## src/rtl/uart_irq_pkg.sv

```systemverilog
package uart_irq_pkg;
  typedef struct packed {
    logic enableWr;
    logic fifoCtlWr;
    logic holdWr;
    logic identRd;
    logic lineRd;
    logic modemRd;
  } hostStrobes_t;

  typedef enum logic [1:0] {
    CODE_MODEM = 2'b00,
    CODE_HOLD  = 2'b01,
    CODE_RXDAT = 2'b10,
    CODE_LINE  = 2'b11
  } irqCode_t;
endpackage

```

## src/rtl/uart_irq_decode.sv

```systemverilog
module uart_irq_decode
  import uart_irq_pkg::*;
#(
  parameter int ADDR_W   = 3,
  parameter int OFS_HOLD = 0,
  parameter int OFS_EN   = 1,
  parameter int OFS_ID   = 2,
  parameter int OFS_LINE = 5,
  parameter int OFS_MDM  = 6
) (
  input  logic [ADDR_W-1:0] hostAddr,
  input  logic              hostWr,
  input  logic              hostRd,
  output hostStrobes_t      stb
);
  always_comb begin
    stb = '0;
    stb.holdWr    = hostWr && (hostAddr == ADDR_W'(OFS_HOLD));
    stb.enableWr  = hostWr && (hostAddr == ADDR_W'(OFS_EN));
    stb.fifoCtlWr = hostWr && (hostAddr == ADDR_W'(OFS_ID));
    stb.identRd   = hostRd && (hostAddr == ADDR_W'(OFS_ID));
    stb.lineRd    = hostRd && (hostAddr == ADDR_W'(OFS_LINE));
    stb.modemRd   = hostRd && (hostAddr == ADDR_W'(OFS_MDM));
  end
endmodule

```

## src/rtl/uart_irq_core.sv

```systemverilog
module uart_irq_core
  import uart_irq_pkg::*;
#(
  parameter int CNT_W     = 5,
  parameter int MODEM_N   = 4
) (
  input  logic               clk,
  input  logic               rstN,
  input  hostStrobes_t       stb,
  input  logic [7:0]         hostWdata,
  input  logic [CNT_W-1:0]   rxCount,
  input  logic               rxTimeout,
  input  logic               txHoldEmpty,
  input  logic               lineEvt,
  input  logic [MODEM_N-1:0] modemIn,
  output logic [7:0]         identByte,
  output logic [2*MODEM_N-1:0] modemStatus,
  output logic               irqPending
);
  localparam int EN_W = 4;

  logic [EN_W-1:0]    enReg;
  logic               fifoOn;
  logic [1:0]         trigSel;
  logic               holdPend, prevEmpty, linePend;
  logic [MODEM_N-1:0] modemLvl, modemChg;

  function automatic logic [CNT_W-1:0] trigLevel(input logic [1:0] sel);
    case (sel)
      2'b00:   trigLevel = CNT_W'(1);
      2'b01:   trigLevel = CNT_W'(4);
      2'b10:   trigLevel = CNT_W'(8);
      default: trigLevel = CNT_W'(14);
    endcase
  endfunction

  // host-written configuration
  always_ff @(posedge clk) begin
    if (!rstN) begin
      enReg   <= '0;
      fifoOn  <= 1'b0;
      trigSel <= 2'b00;
    end else begin
      if (stb.enableWr) enReg <= hostWdata[EN_W-1:0];
      if (stb.fifoCtlWr) begin
        fifoOn  <= hostWdata[0];
        trigSel <= hostWdata[7:6];
      end
    end
  end

  // cause resolution
  logic     rxLevelHit, toHit, lineSrc, rxSrc, holdSrc, modemSrc;
  irqCode_t code;
  assign rxLevelHit = rxCount >= (fifoOn ? trigLevel(trigSel) : CNT_W'(1));
  assign toHit      = fifoOn && rxTimeout;
  assign lineSrc    = enReg[2] && linePend;
  assign rxSrc      = enReg[0] && (rxLevelHit || toHit);
  assign holdSrc    = enReg[1] && holdPend;
  assign modemSrc   = enReg[3] && (|modemChg);
  assign irqPending = lineSrc || rxSrc || holdSrc || modemSrc;

  always_comb begin
    if (lineSrc)      code = CODE_LINE;
    else if (rxSrc)   code = CODE_RXDAT;
    else if (holdSrc) code = CODE_HOLD;
    else              code = CODE_MODEM;
  end

  always_comb begin
    identByte      = '0;
    identByte[7:6] = {2{fifoOn}};
    identByte[0]   = !irqPending;
    if (irqPending) begin
      identByte[2:1] = code;
      identByte[3]   = (code == CODE_RXDAT) && toHit;
    end
  end

  // holding-empty cause
  logic emptyRise;
  assign emptyRise = txHoldEmpty && !prevEmpty;
  always_ff @(posedge clk) begin
    if (!rstN) begin
      holdPend  <= 1'b0;
      prevEmpty <= 1'b0;
      linePend  <= 1'b0;
    end else begin
      prevEmpty <= txHoldEmpty;
      if (emptyRise)
        holdPend <= 1'b1;
      else if (stb.holdWr || (stb.identRd && irqPending && code == CODE_HOLD))
        holdPend <= 1'b0;
      if (lineEvt)         linePend <= 1'b1;
      else if (stb.lineRd) linePend <= 1'b0;
    end
  end

  // per-line change detection
  for (genvar i = 0; i < MODEM_N; i++) begin : g_modem
    always_ff @(posedge clk) begin
      if (!rstN) begin
        modemLvl[i] <= 1'b0;
        modemChg[i] <= 1'b0;
      end else begin
        modemLvl[i] <= modemIn[i];
        if (modemIn[i] != modemLvl[i]) modemChg[i] <= 1'b1;
        else if (stb.modemRd)          modemChg[i] <= 1'b0;
      end
    end
  end
  assign modemStatus = {modemLvl, modemChg};

  // R3 idle byte carries no code
  a_r3_idle_clean: assert property (@(posedge clk) disable iff (!rstN)
    identByte[0] |-> (identByte[5:1] == 5'b0));
  // R7 FIFO bits move together
  a_r7_fifo_bits: assert property (@(posedge clk) disable iff (!rstN)
    identByte[7] == identByte[6]);
  // R4 line status always wins
  a_r4_line_first: assert property (@(posedge clk) disable iff (!rstN)
    (enReg[2] && linePend) |-> (identByte[2:0] == 3'b110));
  // R8 reported holding-empty cleared by identification read
  a_r8_hold_clear: assert property (@(posedge clk) disable iff (!rstN)
    (stb.identRd && identByte[3:0] == 4'b0010 && !emptyRise) |=> !holdPend);
  // R10 modem read clears flags when no new change
  a_r10_modem_clear: assert property (@(posedge clk) disable iff (!rstN)
    (stb.modemRd && modemIn == modemLvl) |=> (modemChg == '0));
endmodule

```

## src/rtl/uart_irq_ident.sv

```systemverilog
module uart_irq_ident
  import uart_irq_pkg::*;
#(
  parameter int ADDR_W = 3,
  parameter int CNT_W  = 5
) (
  input  logic              clk,
  input  logic              rstN,
  input  logic [ADDR_W-1:0] hostAddr,
  input  logic              hostWr,
  input  logic              hostRd,
  input  logic [7:0]        hostWdata,
  input  logic [CNT_W-1:0]  rxCount,
  input  logic              rxTimeout,
  input  logic              txHoldEmpty,
  input  logic              lineEvt,
  input  logic              ctsLvl,
  input  logic              dsrLvl,
  input  logic              riLvl,
  input  logic              dcdLvl,
  output logic [7:0]        identByte,
  output logic [7:0]        modemStatus,
  output logic              irqOut
);
  hostStrobes_t stb;
  logic         irqPending;

  uart_irq_decode #(.ADDR_W(ADDR_W)) u_decode (
    .hostAddr(hostAddr), .hostWr(hostWr), .hostRd(hostRd), .stb(stb)
  );

  uart_irq_core #(.CNT_W(CNT_W), .MODEM_N(4)) u_core (
    .clk(clk), .rstN(rstN), .stb(stb), .hostWdata(hostWdata),
    .rxCount(rxCount), .rxTimeout(rxTimeout), .txHoldEmpty(txHoldEmpty),
    .lineEvt(lineEvt), .modemIn({dcdLvl, riLvl, dsrLvl, ctsLvl}),
    .identByte(identByte), .modemStatus(modemStatus), .irqPending(irqPending)
  );

  assign irqOut = irqPending;

  // R2 request line mirrors identification bit 0
  a_r2_irq_inverse: assert property (@(posedge clk) disable iff (!rstN)
    irqOut == !identByte[0]);
endmodule

```

## config.mk

```make
export PLATFORM = sky130hd
export DESIGN_NAME = uart_irq_ident
export DESIGN_NICKNAME = d
export VERILOG_FILES = /design/src/rtl/uart_irq_pkg.sv /design/src/rtl/uart_irq_decode.sv /design/src/rtl/uart_irq_core.sv /design/src/rtl/uart_irq_ident.sv
export SDC_FILE = /design/constraint.sdc
export NUM_CORES = 1
export LEC_CHECK = 0
export ABC_AREA = 1
export BUFFER_PORTS_ARGS = -buffer_cell sky130_fd_sc_hd__buf_2
export CAP_MARGIN = 15
export CORE_ASPECT_RATIO = 1.4
export CORE_MARGIN = 2
export CORE_UTILIZATION = 35
export CTS_BUF_LIST = sky130_fd_sc_hd__clkbuf_16
export CTS_CLUSTER_DIAMETER = 30
export DETAILED_ROUTE_END_ITERATION = 16
export HOLD_SLACK_MARGIN = 0.15
export MAX_ROUTING_LAYER = met4
export PLACE_DENSITY = 0.77
export SLEW_MARGIN = 20
export SYNTH_ARGS = -nofsm -noshare
export SYNTH_HDL_FRONTEND = slang
export SYNTH_HIERARCHICAL = 1
export SYNTH_SLANG_ARGS = --single-unit
```

## constraint.sdc

```tcl
create_clock -name clk -period 1.5 [get_ports clk]
set_input_delay 0.3 -clock clk [delete_from_list [all_inputs] [get_ports clk]]
set_output_delay 0.3 -clock clk [all_outputs]
set_load 0.1 [all_outputs]
```

* Word level (Yosys, flattened, before mapping)
Index checks and enable logic that the tools add are counted.
** Word-level totals
- Register bits :: 18
- Input bits :: 27
- Output and inout bits :: 17
** Cells by class
- Magnitude comparators :: 1
- Eq/ne operators :: 12
- Mux-type cells :: 15
- Reduce and logical (&&, ||, !) cells :: 31
** Operators by type and width (count)
- $logic_and 1x1->1 :: 15
- $pmux 4 s3 :: 1
- $reduce_bool 2->1 :: 6
- $mux 1 :: 10
- $eq 3x3->1 const B :: 2
- $ge 5x5->1 :: 1
- $logic_or 1x1->1 :: 5
- $eq 2x1->1 const B :: 2
- $eq 2x2->1 const B :: 2
- $mux 2 :: 2
- $mux 4 :: 1
- $ne 1x1->1 :: 4
- $reduce_or 4->1 :: 1
- $eq 3x1->1 const B :: 1
- $eq 3x2->1 const B :: 1
- $logic_not 3->1 :: 1
- $mux 3 :: 1
- $logic_not 1->1 :: 2
- $logic_not 2->1 :: 1

* Logic depth before layout (Yosys ltp)
Gate-level depths: netlist (run 1).
- Depth in word-level cells :: 14
- Mapped depth :: 10

* Modules after synthesis
The synthesis (run 1) kept the hierarchy.
** By module, submodules not included
- uart_irq_core :: times used 1, cells an instance 124, area each 898.4 µm², sequential area each 360.3 µm²
- uart_irq_decode :: times used 1, cells an instance 15, area each 61.3 µm², sequential area each 0.0 µm²

* Worst setup path before layout (run 1)
OpenSTA, ideal clock, no wires.
- Path kind :: register -> output
- From :: reg u_core.fifoOn
- To :: out identByte[0]
- Arrival time :: 2.609 ns
- Required time :: 1.200 ns
- Setup slack :: -1.409 ns
- Cell stages (with the launch flop) :: 10
- Buffers on the path :: 0
- Path through :: dfxtp_1 o21ai_0 ha_1 inv_1 nand2_1 nand3_1 nand3_2 nand2_4 nand4_2 inv_1
** Between the ends
- Word-level cells in the longest chain between the ends :: 8
- Elaborated cells on any way between the ends :: 9
- Classes of those cells :: 1 x order compare; 1 x mux; 7 x reduce/logical
** Ends and longest elaborated chain
- from (decl) :: RTL line uart_irq_core.sv:23 : logic fifoOn;
- from (signal assigned) :: RTL line uart_irq_core.sv:46 : fifoOn <= hostWdata[0];
- $mux 4 :: RTL line uart_irq_core.sv:55 : assign rxLevelHit = rxCount >= (fifoOn ? trigLevel(trigSel) : CNT_W'(1));
- $ge 5x5->1 :: RTL line uart_irq_core.sv:55
- $logic_or 1x1->1 * :: RTL line uart_irq_core.sv:58 : assign rxSrc = enReg[0] && (rxLevelHit || toHit);
- $logic_and 1x1->1 * :: RTL line uart_irq_core.sv:58
- $logic_or 1x1->1 * (3 in a row) :: RTL line uart_irq_core.sv:61 : assign irqPending = lineSrc || rxSrc || holdSrc || modemSrc;
- named net irqOut :: RTL line uart_irq_ident.sv:23 : output logic irqOut
- $logic_not 1->1 * :: RTL line uart_irq_core.sv:73 : identByte[0] = !irqPending;
- to (decl) :: RTL line uart_irq_ident.sv:21 : output logic [7:0] identByte,
The timed path passes the listed nets; every way through them passes the cells marked *.

* Worst setup path after layout (run 1)
- From :: reg u_core.fifoOn
- To :: out identByte[3]
** Between the ends
- Word-level cells in the longest chain between the ends :: 9
- Elaborated cells on any way between the ends :: 13
- Classes of those cells :: 1 x order compare; 1 x eq/ne; 4 x mux; 7 x reduce/logical
** Ends and longest elaborated chain
- $mux 4 :: RTL line uart_irq_core.sv:55
- $ge 5x5->1 :: RTL line uart_irq_core.sv:55
- $logic_or 1x1->1 :: RTL line uart_irq_core.sv:58
- $logic_and 1x1->1 :: RTL line uart_irq_core.sv:58
- $mux 2 :: RTL line uart_irq_core.sv:65 : else if (rxSrc) code = CODE_RXDAT;
- $mux 2 :: RTL line uart_irq_core.sv:64 : if (lineSrc) code = CODE_LINE;
- $eq 2x2->1 :: RTL line uart_irq_core.sv:76 : identByte[3] = (code == CODE_RXDAT) && toHit;
- $logic_and 1x1->1 :: RTL line uart_irq_core.sv:76
- $mux 3 * :: RTL line uart_irq_core.sv:74 : if (irqPending) begin
Every way passes the cells marked *; elsewhere a longest branch is shown, timed or not.

==> results of run 1 <==
## worst reg2reg max path, stage by stage (launching register included)
cell and delay, ns:
dfxtp_4 0.39, nand2_2 0.08, ha_4 0.27, inv_2 0.04, nor2_4 0.08, nand3_2 0.07, nand3_2 0.09, nand2_4 0.07
buf_4 0.14, buf_4 0.12, nand3_2 0.04, nand2_1 0.05, nand2_1 0.05
## final timing paths
path               startpoint                     to  slack [ns]
min                     riLvl  u_core/modemStatus[6]        0.26
min reg2reg  u_core/prevEmpty        u_core/holdPend        0.48
max reg2reg     u_core/fifoOn        u_core/holdPend       -0.05
max             u_core/fifoOn           identByte[3]       -0.55
## what timing repair did
action / in CTS / in global routing
setup endpoints to repair: 6 / 6
pin swaps: 10 / 0
resized for setup: 18 / 1
setup buffers: 1 / 0
hold buffers: 0 / 0
## registers in the layout, summed over array words and instances, names as in the netlist
name and flops:
u_core/trigSel 2, u_core/holdPend 1, u_core/enReg 4, u_core/linePend 1
u_core/prevEmpty 1, u_core/modemStatus 8, u_core/fifoOn 1
## power groups by stage
stage | Sequential (W) | Combinational, W | Clock (W)
finish | 0.000527 | 0.000410 | 0.000516
CTS | 0.000526 | 0.000412 | 0.000531
detailed placement | 0.000536 | 0.000399 | 0
floorplan | 0.000651 | 0.000176 | 0
global placement | 0.000535 | 0.000395 | 0
global route | 0.000530 | 0.000438 | 0.000549
## cells by family after synthesis
kind of cell	Yosys count
flip-flops	18
XOR/XNOR	4
AND/OR/NAND/NOR	65
adder cells (fa/ha/maj)	4
AO/OA/AOI/OAI	14
buffers and inverters	33
other	1
## cell type report
class	count	share of cell area
multi-input combinational	89	0.370
sequential	18	0.248
timing repair buffer	45	0.228
inverter	28	0.0718
clock buffer	3	0.0495
tap	36	0.0297
clock inverter	1	0.00248
## cells in the final DEF, fill, tap and decap left out, drive strengths merged, types with 3 or more instances in the layout
master and n:
nor2 28, inv 27, xor2 4, nand2 27
nand3 6, clkbuf 3, ha 4, o21ai 13
dfxtp 18, buf 45
## cells in the mapped netlist, drive strengths merged
cell   number
nor3b       2
buf         5
conb        1
o21ai      13
nand2      27
nand4       1
nor2       28
ha          4
nand3       6
inv        28
a21oi       1
xor2        4
or2         1
dfxtp      18
## layer usage
layer,vias to the layer above,wire (um),global-route usage
li1,502,-,-
met1,408,828,0.161
met2,24,1130,0.265
met3,2,87,0.00820
met4,0,24,0.0709
met5,-,0,-
## metrics by stage
step           hold slack, ns  cells  TNS [ns]
2_1_floorplan           0.393    140     -2.49
3_3_place_gp            0.462    215     -1.32
3_5_place_dp            0.470    215     -1.44
4_1_cts                 0.257    220     -2.65
5_1_grt                 0.269    220     -3.09
6_report                0.258    220     -2.59
==> flow_summary_export.csv, run 1 <==
group,metric,value,unit
status,status,"complete, but fails checks",
status,violations,"negative setup slack",
worst_setup_path,cp_common_cell,"nand3_2",
synthesis,syn_area,960,um2
detailed_routing,drt_wl_total,2.07,mm
global_route,antenna_found_initial,0,
power_and_ir_drop,pwr-share-clk,0.355,
global_route,grt_max_degree,18,
cts,root_buffer,"clkbuf_16",
synthesis,synth_top_area_frac,0.375,
cts,clk-insertion-delay-late,0.24,ns
finish,area_delta_synth_final,58.0,%
worst_setup_path,crit_chain,"nand2_2, ha_4, inv_2, nor2_4, nand3_2, nand3_2, nand2_4, nor3b_4, buf_12",
power_and_ir_drop,power.switching,0.000477,W
sta,final-hold-violation-count,0,
flow_run,cap_violations,0,
global_route,overflow,0,
detailed_routing,wire_per_inst,9.43,um
floorplan,num_rows,22,
finish,drive_gt1_frac,0.429,
synthesis,synth_cell_types,19,
synthesis,yosysSeqAreaShare,0.375,
worst_setup_path,cp.required,1.20,ns
detailed_routing,drtIter0Drc,6,
sta,skew,0.00145,ns
sta,maxClockFrequency,0.489,GHz
sta,period_minus_slack,2.05,ns
synthesis,yosys_register_bits,18,
placement,gp_congestion,0.819,
worst_setup_path,worstPathArrival,1.75,ns
power_and_ir_drop,p_comb_frac,0.282,
cts,cts_tree,"yes",
cts,htree_levels,1,
worst_setup_path,cp_max_fo,6,
detailed_routing,vias_per_cell,4.25,
floorplan,dieArea,0.00318,mm2
power_and_ir_drop,cell_internal_pwr,0.000976,W
floorplan,die_x,48.3,um
worst_setup_path,worstSetupPathDepth,9,
detailed_routing,drc,0,
floorplan,die-height,66.0,um
finish,final_util,0.580,
detailed_routing,vias,936,
sta,setup_viol,6,
worst_setup_path,critPathKind,"reg -> out",
cts,clk_path_buf_depth,2,
placement,place_ws,-0.363,ns
power_and_ir_drop,p_total,0.00145,W
finish,fillers,229,
sta,rsz0062_at_grt,"true",
synthesis,synth_top_family_by_area,"simple AND/OR/NAND/NOR gates",
power_and_ir_drop,p_per_area,958,mW/mm2
synthesis,synth-simple-area-share,0.313,
worst_setup_path,cp_top_family,"simple AND/OR/NAND/NOR gates",
power_and_ir_drop,p_leak,0.780,nW
finish,fin_nets,216,
worst_hold_path,hold_depth,3,
power_and_ir_drop,p_sw_frac,0.328,
finish,multi_input_comb_area,562,um2
cts,cts.clk_slew.worst_paths,0.05,ns
placement,postPlaceCellArea,0.00135,mm2
synthesis,avgSynthCellArea,6.90,um2
worst_setup_path,worstRegToRegCells,12,
detailed_routing,drt-pass1-iter-count,4,
synthesis,yosys-top-cells-area,"dfxtp_1, inv_1, nor2_1, nand2_1, o21ai_0",
power_and_ir_drop,sequentialPowerShare,0.362,
worst_setup_path,worst_setup_path_start_kind,"register",
global_route,grt_pass1_wl,3.42,mm
worst_setup_path,cpPeakStageDelay,0.39,ns
power_and_ir_drop,vdd_ir_drop_max,0.752,mV
synthesis,yosysTopAreaCell,"dfxtp_1",
placement,port_buffers,39,
floorplan,coreArea,0.00262,mm2
synthesis,synth_fa_ha_area_frac,0.0522,
cts,cts_made_buffers,3,
synthesis,syn_inst,139,
floorplan,initial_utilization,0.367,
sta,fin_crit_sh,1.36,
sta,slew_viol_final,0,
worst_hold_path,hold_path_class,"in -> reg",
worst_setup_path,critPathSlowestCell,"dfxtp_4",
worst_setup_path,critPathBufInv,2,
global_route,grt_pass1_vias,896,
detailed_routing,final_antenna_net_count,0,
cts,cts_sinks,18,
worst_setup_path,cp-end-kind,"output port",
floorplan,ios,44,
synthesis,synthMuxAreaShare,0,
finish,final_cell_area,0.00152,mm2
finish,antenna_cells,0,
placement,place_hpwl,1.67,mm
synthesis,yosysWarnings,6,
synthesis,synthXorXnorAreaFrac,0.0365,
sta,setup_slack,-0.545,ns
finish,regArea,377,um2
global_route,grt_use_total,0.151,
synthesis,synth-compound-area-share,0.0730,
Note: power is estimated with default switching activity, not from simulation.
==> run 2, diff against run 1 <==
PLACE_DENSITY = 0.78   (was 0.77)
SYNTH_HIERARCHICAL = unset   (was 1)
==> flow_summary_export.csv, run 2 <==
group,metric,value,unit
status,status,"complete, but fails checks",
status,violations,"negative setup slack",
synthesis,synth_top_family_by_area,"simple AND/OR/NAND/NOR gates",
power_and_ir_drop,power.switching,0.000487,W
global_route,overflow,0,
placement,port_buffers,39,
synthesis,synth-compound-area-share,0.0850,
finish,antenna_cells,0,
global_route,grt_max_degree,15,
synthesis,async_flop_share,0,
floorplan,die-height,64.9,um
detailed_routing,drc,0,
synthesis,synth-simple-area-share,0.317,
finish,area_delta_synth_final,55.7,%
sta,slew_viol_final,0,
synthesis,syn_area,927,um2
sta,skew,0.00397,ns
placement,place_ws,-0.424,ns
cts,clk_path_buf_depth,2,
synthesis,avgSynthCellArea,7.19,um2
synthesis,synthMuxAreaShare,0,
power_and_ir_drop,p_per_area,1010,mW/mm2
floorplan,coreArea,0.00256,mm2
sta,setup_slack,-0.602,ns
synthesis,yosys-top-cells-area,"dfxtp_1, nand2_1, nor2_1, inv_1, ha_1",
synthesis,yosys-top-cells-count,"nand2_1, nor2_1, dfxtp_1, inv_1, o21ai_0",
synthesis,yosysSeqAreaShare,0.389,
detailed_routing,wire_per_inst,9.65,um
detailed_routing,vias,914,
finish,fin_nets,207,
worst_setup_path,cp-end-kind,"output port",
cts,root_buffer,"clkbuf_16",
global_route,grt_util_met1,0.161,
finish,final_common_cell,"buf_2",
power_and_ir_drop,p_leak,0.753,nW
power_and_ir_drop,cell_internal_pwr,0.000977,W
worst_setup_path,cp.required,1.20,ns
sta,period_minus_slack,2.10,ns
cts,cts_sinks,18,
synthesis,synth_cell_types,23,
worst_setup_path,worstPathArrival,1.80,ns
synthesis,yosys.cell_count.top_type,"nand2_1",
worst_setup_path,critPathSlowestCell,"dfxtp_4",
floorplan,ios,44,
sta,fin_crit_sh,1.40,
synthesis,yosysWarnings,0,
global_route,busiest_layer,"met2",
sta,rsz0062_at_grt,"true",
cts,cts_hold_buf,0,
floorplan,die_x,47.5,um
sta,tns,-2.94,ns
sta,maxClockFrequency,0.476,GHz
flow_run,cap_violations,0,
synthesis,synthFlopType,"dfxtp_1",
cts,cts_tree,"yes",
finish,drive_gt1_frac,0.411,
power_and_ir_drop,p_sw_frac,0.333,
power_and_ir_drop,p_comb_frac,0.281,
power_and_ir_drop,pwr-share-clk,0.359,
worst_setup_path,cpPeakStageDelay,0.39,ns
synthesis,synth_top_area_frac,0.389,
finish,final_cell_area,0.00144,mm2
detailed_routing,drt_wl_total,2.04,mm
detailed_routing,drt-pass1-iter-count,4,
detailed_routing,final_antenna_net_count,0,
floorplan,dieArea,0.00308,mm2
cts,htree_levels,1,
synthesis,yosys_register_bits,18,
detailed_routing,vias_per_cell,4.33,
cts,cts.clk_slew.worst_paths,0.05,ns
finish,layout_common_cells,"buf_2, nand2_1, nor2_1, inv_1, dfxtp_1",
worst_hold_path,hold_path_class,"in -> reg",
synthesis,syn_inst,129,
synthesis,synthXorXnorAreaFrac,0.0378,
worst_setup_path,cp_max_fo,6,
cts,clk-insertion-delay-late,0.25,ns
worst_setup_path,critPathKind,"reg -> out",
placement,postPlaceCellArea,0.00128,mm2
sta,setup_viol,6,
global_route,grtUsageMet2,0.269,
worst_setup_path,crit_chain,"nand2_4, ha_4, inv_2, nor2_2, nand3_2, nand3_2, nand2_4, nor3b_4, buf_12",
global_route,grt_pass1_wl,3.37,mm
power_and_ir_drop,sequentialPowerShare,0.361,
global_route,antenna_found_initial,0,
cts,cts_made_buffers,3,
synthesis,yosysTopAreaCell,"dfxtp_1",
floorplan,num_rows,22,
worst_setup_path,worst_setup_path_start_kind,"register",
power_and_ir_drop,vdd_ir_drop_max,0.779,mV
floorplan,initial_utilization,0.362,
sta,final-hold-violation-count,0,
placement,gp_congestion,0.729,
global_route,grt_pass1_vias,866,
synthesis,synth-edff-count,0,
detailed_routing,drtIter0Drc,14,
finish,largest_reg_flops,8,
synthesis,synth_fa_ha_area_frac,0.0540,
global_route,grt_use_total,0.153,
placement,place_hpwl,1.55,mm
global_route,met3_usage,0.0223,
[run 2: cell type report]
| class | count | area [um2] |
|---|---|---|
| fill | 250 | 1120 |
| multi-input combinational | 88 | 544 |
| sequential | 18 | 369 |
| timing repair buffer | 46 | 328 |
| inverter | 19 | 78.8 |
| clock buffer | 3 | 75.1 |
| tap | 36 | 45.0 |
| clock inverter | 1 | 3.75 |
[run 2: what timing repair did]
action	4_1_cts	5_1_grt
setup endpoints to repair	6	6
cloned	0	0
pin swaps	5	1
buffers inserted	2	0
gates resized for setup	15	1
[run 2: per-stage QoR]
stage          instances  hold WS, ns  power [W]  utilization
2_1_floorplan        130        0.393   0.000833            -
3_3_place_gp         205        0.461   0.000930        0.499
3_5_place_dp         205        0.467   0.000935        0.499
4_1_cts              211        0.251    0.00147        0.563
5_1_grt              211        0.260    0.00153        0.564
6_report             211        0.247    0.00146        0.564
[run 2: layer usage]
| metal | wire [um] | vias to the layer above |
|---|---|---|
| met1 | 800 | 390 |
| met3 | 146 | 3 |
| met2 | 1060 | 37 |
| met5 | 0 | - |
| met4 | 30 | 0 |
| li1 | - | 484 |
[run 2: path summary, 6_finish.rpt]
path              cells after the start  slack, ns             start               end
hold reg to reg                       2       0.48  u_core.prevEmpty   u_core.holdPend
setup / recovery                      9      -0.60     u_core.fifoOn      identByte[3]
hold / removal                        3       0.25       txHoldEmpty  u_core.prevEmpty
setup reg to reg                     12      -0.09     u_core.fifoOn   u_core.holdPend
[run 2: logic make-up (layout without fill, tap and decap cells)]
family,count (synthesis),count (layout)
other,1,2
buffers and inverters,24,69
AO/OA/AOI/OAI,15,15
adder cells (fa/ha/maj),4,4
XOR/XNOR,4,4
flip-flops,18,18
AND/OR/NAND/NOR,63,63
[run 2: power groups by stage]
stage,sequential [W],clock (W),combinational (W)
after global placement,0.000536,0,0.000395
after floorplan,0.000650,0,0.000183
final,0.000528,0.000525,0.000411
after detailed placement,0.000537,0,0.000398
after global routing,0.000532,0.000562,0.000436
after CTS,0.000528,0.000535,0.000411
[run 2: critical path: cells and delay by family (launching register included)]
kind          cells  cell delay, ns
fa+ha+maj         1            0.26
buf+inv           2            0.23
flops             1            0.39
simple gates      6            0.68
==> run 3, diff against run 2 <==
PLACE_DENSITY = 0.77   (was 0.78)
SLEW_MARGIN = unset   (was 20)
SYNTH_HIERARCHICAL = 1   (was unset)
clock period = 1.93 ns   (was 1.5 ns; I/O delays follow)
==> flow_summary_export.csv, run 3 (same netlist as run 1, synthesis figures left out) <==
group,metric,value,unit
status,status,"complete, but fails checks",
status,violations,"negative setup slack",
floorplan,die-height,66.0,um
sta,tns,-1.05,ns
worst_setup_path,worstRegToRegCells,11,
worst_setup_path,critPathSlowestCell,"dfxtp_4",
worst_setup_path,cp_common_cell,"nand2_4",
finish,final_util,0.562,
cts,cts.clk_slew.worst_paths,0.05,ns
finish,regArea,374,um2
worst_setup_path,critPathKind,"reg -> out",
placement,postPlaceCellArea,0.00129,mm2
worst_setup_path,cp_max_fo,6,
detailed_routing,drt_wl_total,2.15,mm
finish,fin_nets,214,
worst_hold_path,hold_depth,3,
power_and_ir_drop,vdd_ir_drop_max,0.786,mV
power_and_ir_drop,p_per_area,767,mW/mm2
floorplan,coreArea,0.00262,mm2
flow_run,cap_violations,0,
finish,drive_gt1_frac,0.418,
sta,final-hold-violation-count,0,
finish,final_common_cell,"buf_2",
sta,fin_crit_sh,1.13,
cts,root_buffer,"clkbuf_16",
placement,dp.cells,212,
finish,layout_common_cells,"buf_2, nor2_1, inv_1, nand2_1, o21ai_0",
global_route,overflow,0,
cts,cts_sinks,18,
cts,cts_hold_buf,0,
cts,clk-insertion-delay-late,0.24,ns
worst_setup_path,cp-end-kind,"output port",
worst_hold_path,holdPathEnd,"u_core/prevEmpty",
worst_setup_path,critPathBufInv,2,
finish,final_cells,218,
worst_setup_path,crit_chain,"nand2_4, ha_4, inv_2, nor2_4, nand2_1, nand3_2, nand2_4, nor3b_4, buf_12",
floorplan,dieArea,0.00318,mm2
worst_hold_path,hold_path_class,"in -> reg",
floorplan,die_x,48.3,um
detailed_routing,vias,931,
floorplan,ios,44,
sta,period_minus_slack,2.19,ns
finish,antenna_cells,0,
worst_setup_path,timing.rr.start,"u_core/fifoOn",
floorplan,num_rows,22,
cts,cts_made_buffers,3,
worst_setup_path,cp.required,1.54,ns
cts,htree_levels,1,
worst_hold_path,min_from,"txHoldEmpty",
finish,largest_reg_flops,8,
detailed_routing,drt-pass1-iter-count,4,
detailed_routing,drc,0,
placement,gp_congestion,0.767,
placement,port_buffers,39,
placement,place_hpwl,1.64,mm
global_route,antenna_found_initial,0,
worst_setup_path,cpPeakStageDelay,0.40,ns
cts,clk_path_buf_depth,2,
detailed_routing,drtIter0Drc,7,
cts,cts_tree,"yes",
floorplan,initial_utilization,0.367,
sta,slew_viol_final,0,
detailed_routing,final_antenna_net_count,0,
sta,setup_viol,5,
power_and_ir_drop,p_leak,0.783,nW
detailed_routing,wire_per_inst,9.85,um
sta,setup_slack,-0.259,ns
placement,place_ws,-0.0758,ns
finish,fillers,251,
detailed_routing,vias_per_cell,4.27,
finish,area_delta_synth_final,53.2,%
worst_setup_path,reg2reg_slack,0.40,ns
global_route,grt_use_total,0.155,
global_route,grt_max_degree,18,
worst_setup_path,cp_top_family,"simple AND/OR/NAND/NOR gates",
worst_setup_path,worst_setup_path_start_kind,"register",
global_route,grt_pass1_wl,3.49,mm
sta,skew,0.00440,ns
finish,final_cell_area,0.00147,mm2
sta,rsz0062_at_grt,"true",
worst_setup_path,worstPathArrival,1.80,ns
finish,multi_input_comb_area,563,um2
global_route,grt_pass1_vias,914,
worst_setup_path,worst_r2r_endpoint,"u_core/holdPend",
sta,maxClockFrequency,0.457,GHz
-- run 3: worst min-delay path: cells and delay by family --
| kind | cells | cell delay, ns |
|---|---|---|
| buffers and inverters | 2 | 0.11 |
| and+or+nand+nor | 1 | 0.04 |
-- run 3: area by class of cell --
type                            instances  area share
Clock buffer                            3      0.0511
Clock inverter                          1     0.00255
Tap cell                               36      0.0306
Timing Repair Buffer                   43       0.204
Inverter                               28      0.0740
Sequential cell                        18       0.254
Multi-Input combinational cell         89       0.383
-- run 3: what timing repair did --
item / in CTS / in global routing
buffers inserted: 2 / 0
resized for setup: 11 / 8
endpoints found under the hold margin: 0 / 0
pin swaps: 6 / 8
setup endpoints to repair: 5 / 5
-- run 3: how the worst max path moves through the flow --
stage	start	endpoint	cells after the start
6_report	u_core/fifoOn	identByte[3]	9
5_1_grt	u_core/fifoOn	identByte[3]	9
4_1_cts	u_core/fifoOn	identByte[0]	10
3_5_place_dp	rxCount[3]	identByte[3]	9
3_3_place_gp	rxCount[3]	identByte[3]	9
2_1_floorplan	u_core/fifoOn	identByte[0]	9
-- run 3: layer usage --
layer	wire length, um	up-vias	track usage
met5	0	-	-
li1	-	495	-
met1	795	407	0.149
met2	1200	27	0.278
met4	29	0	0.0709
met3	118	2	0.0301
-- run 3: where the power goes --
part | internal [W] | switching (W) | leakage, nW | total (W)
Combinational | 0.0000840 | 0.000228 | 0.590 | 0.000312
Clock | 0.000275 | 0.000130 | 0.0423 | 0.000404
Sequential | 0.000395 | 0.0000156 | 0.152 | 0.000410
Total | 0.000753 | 0.000373 | 0.783 | 0.00113
-- run 3: through the flow --
stage	power, W	hold slack (ns)
floorplan	0.000642	0.454
global placement	0.000712	0.463
detailed placement	0.000718	0.483
CTS	0.00113	0.333
global route	0.00117	0.335
finish	0.00113	0.333
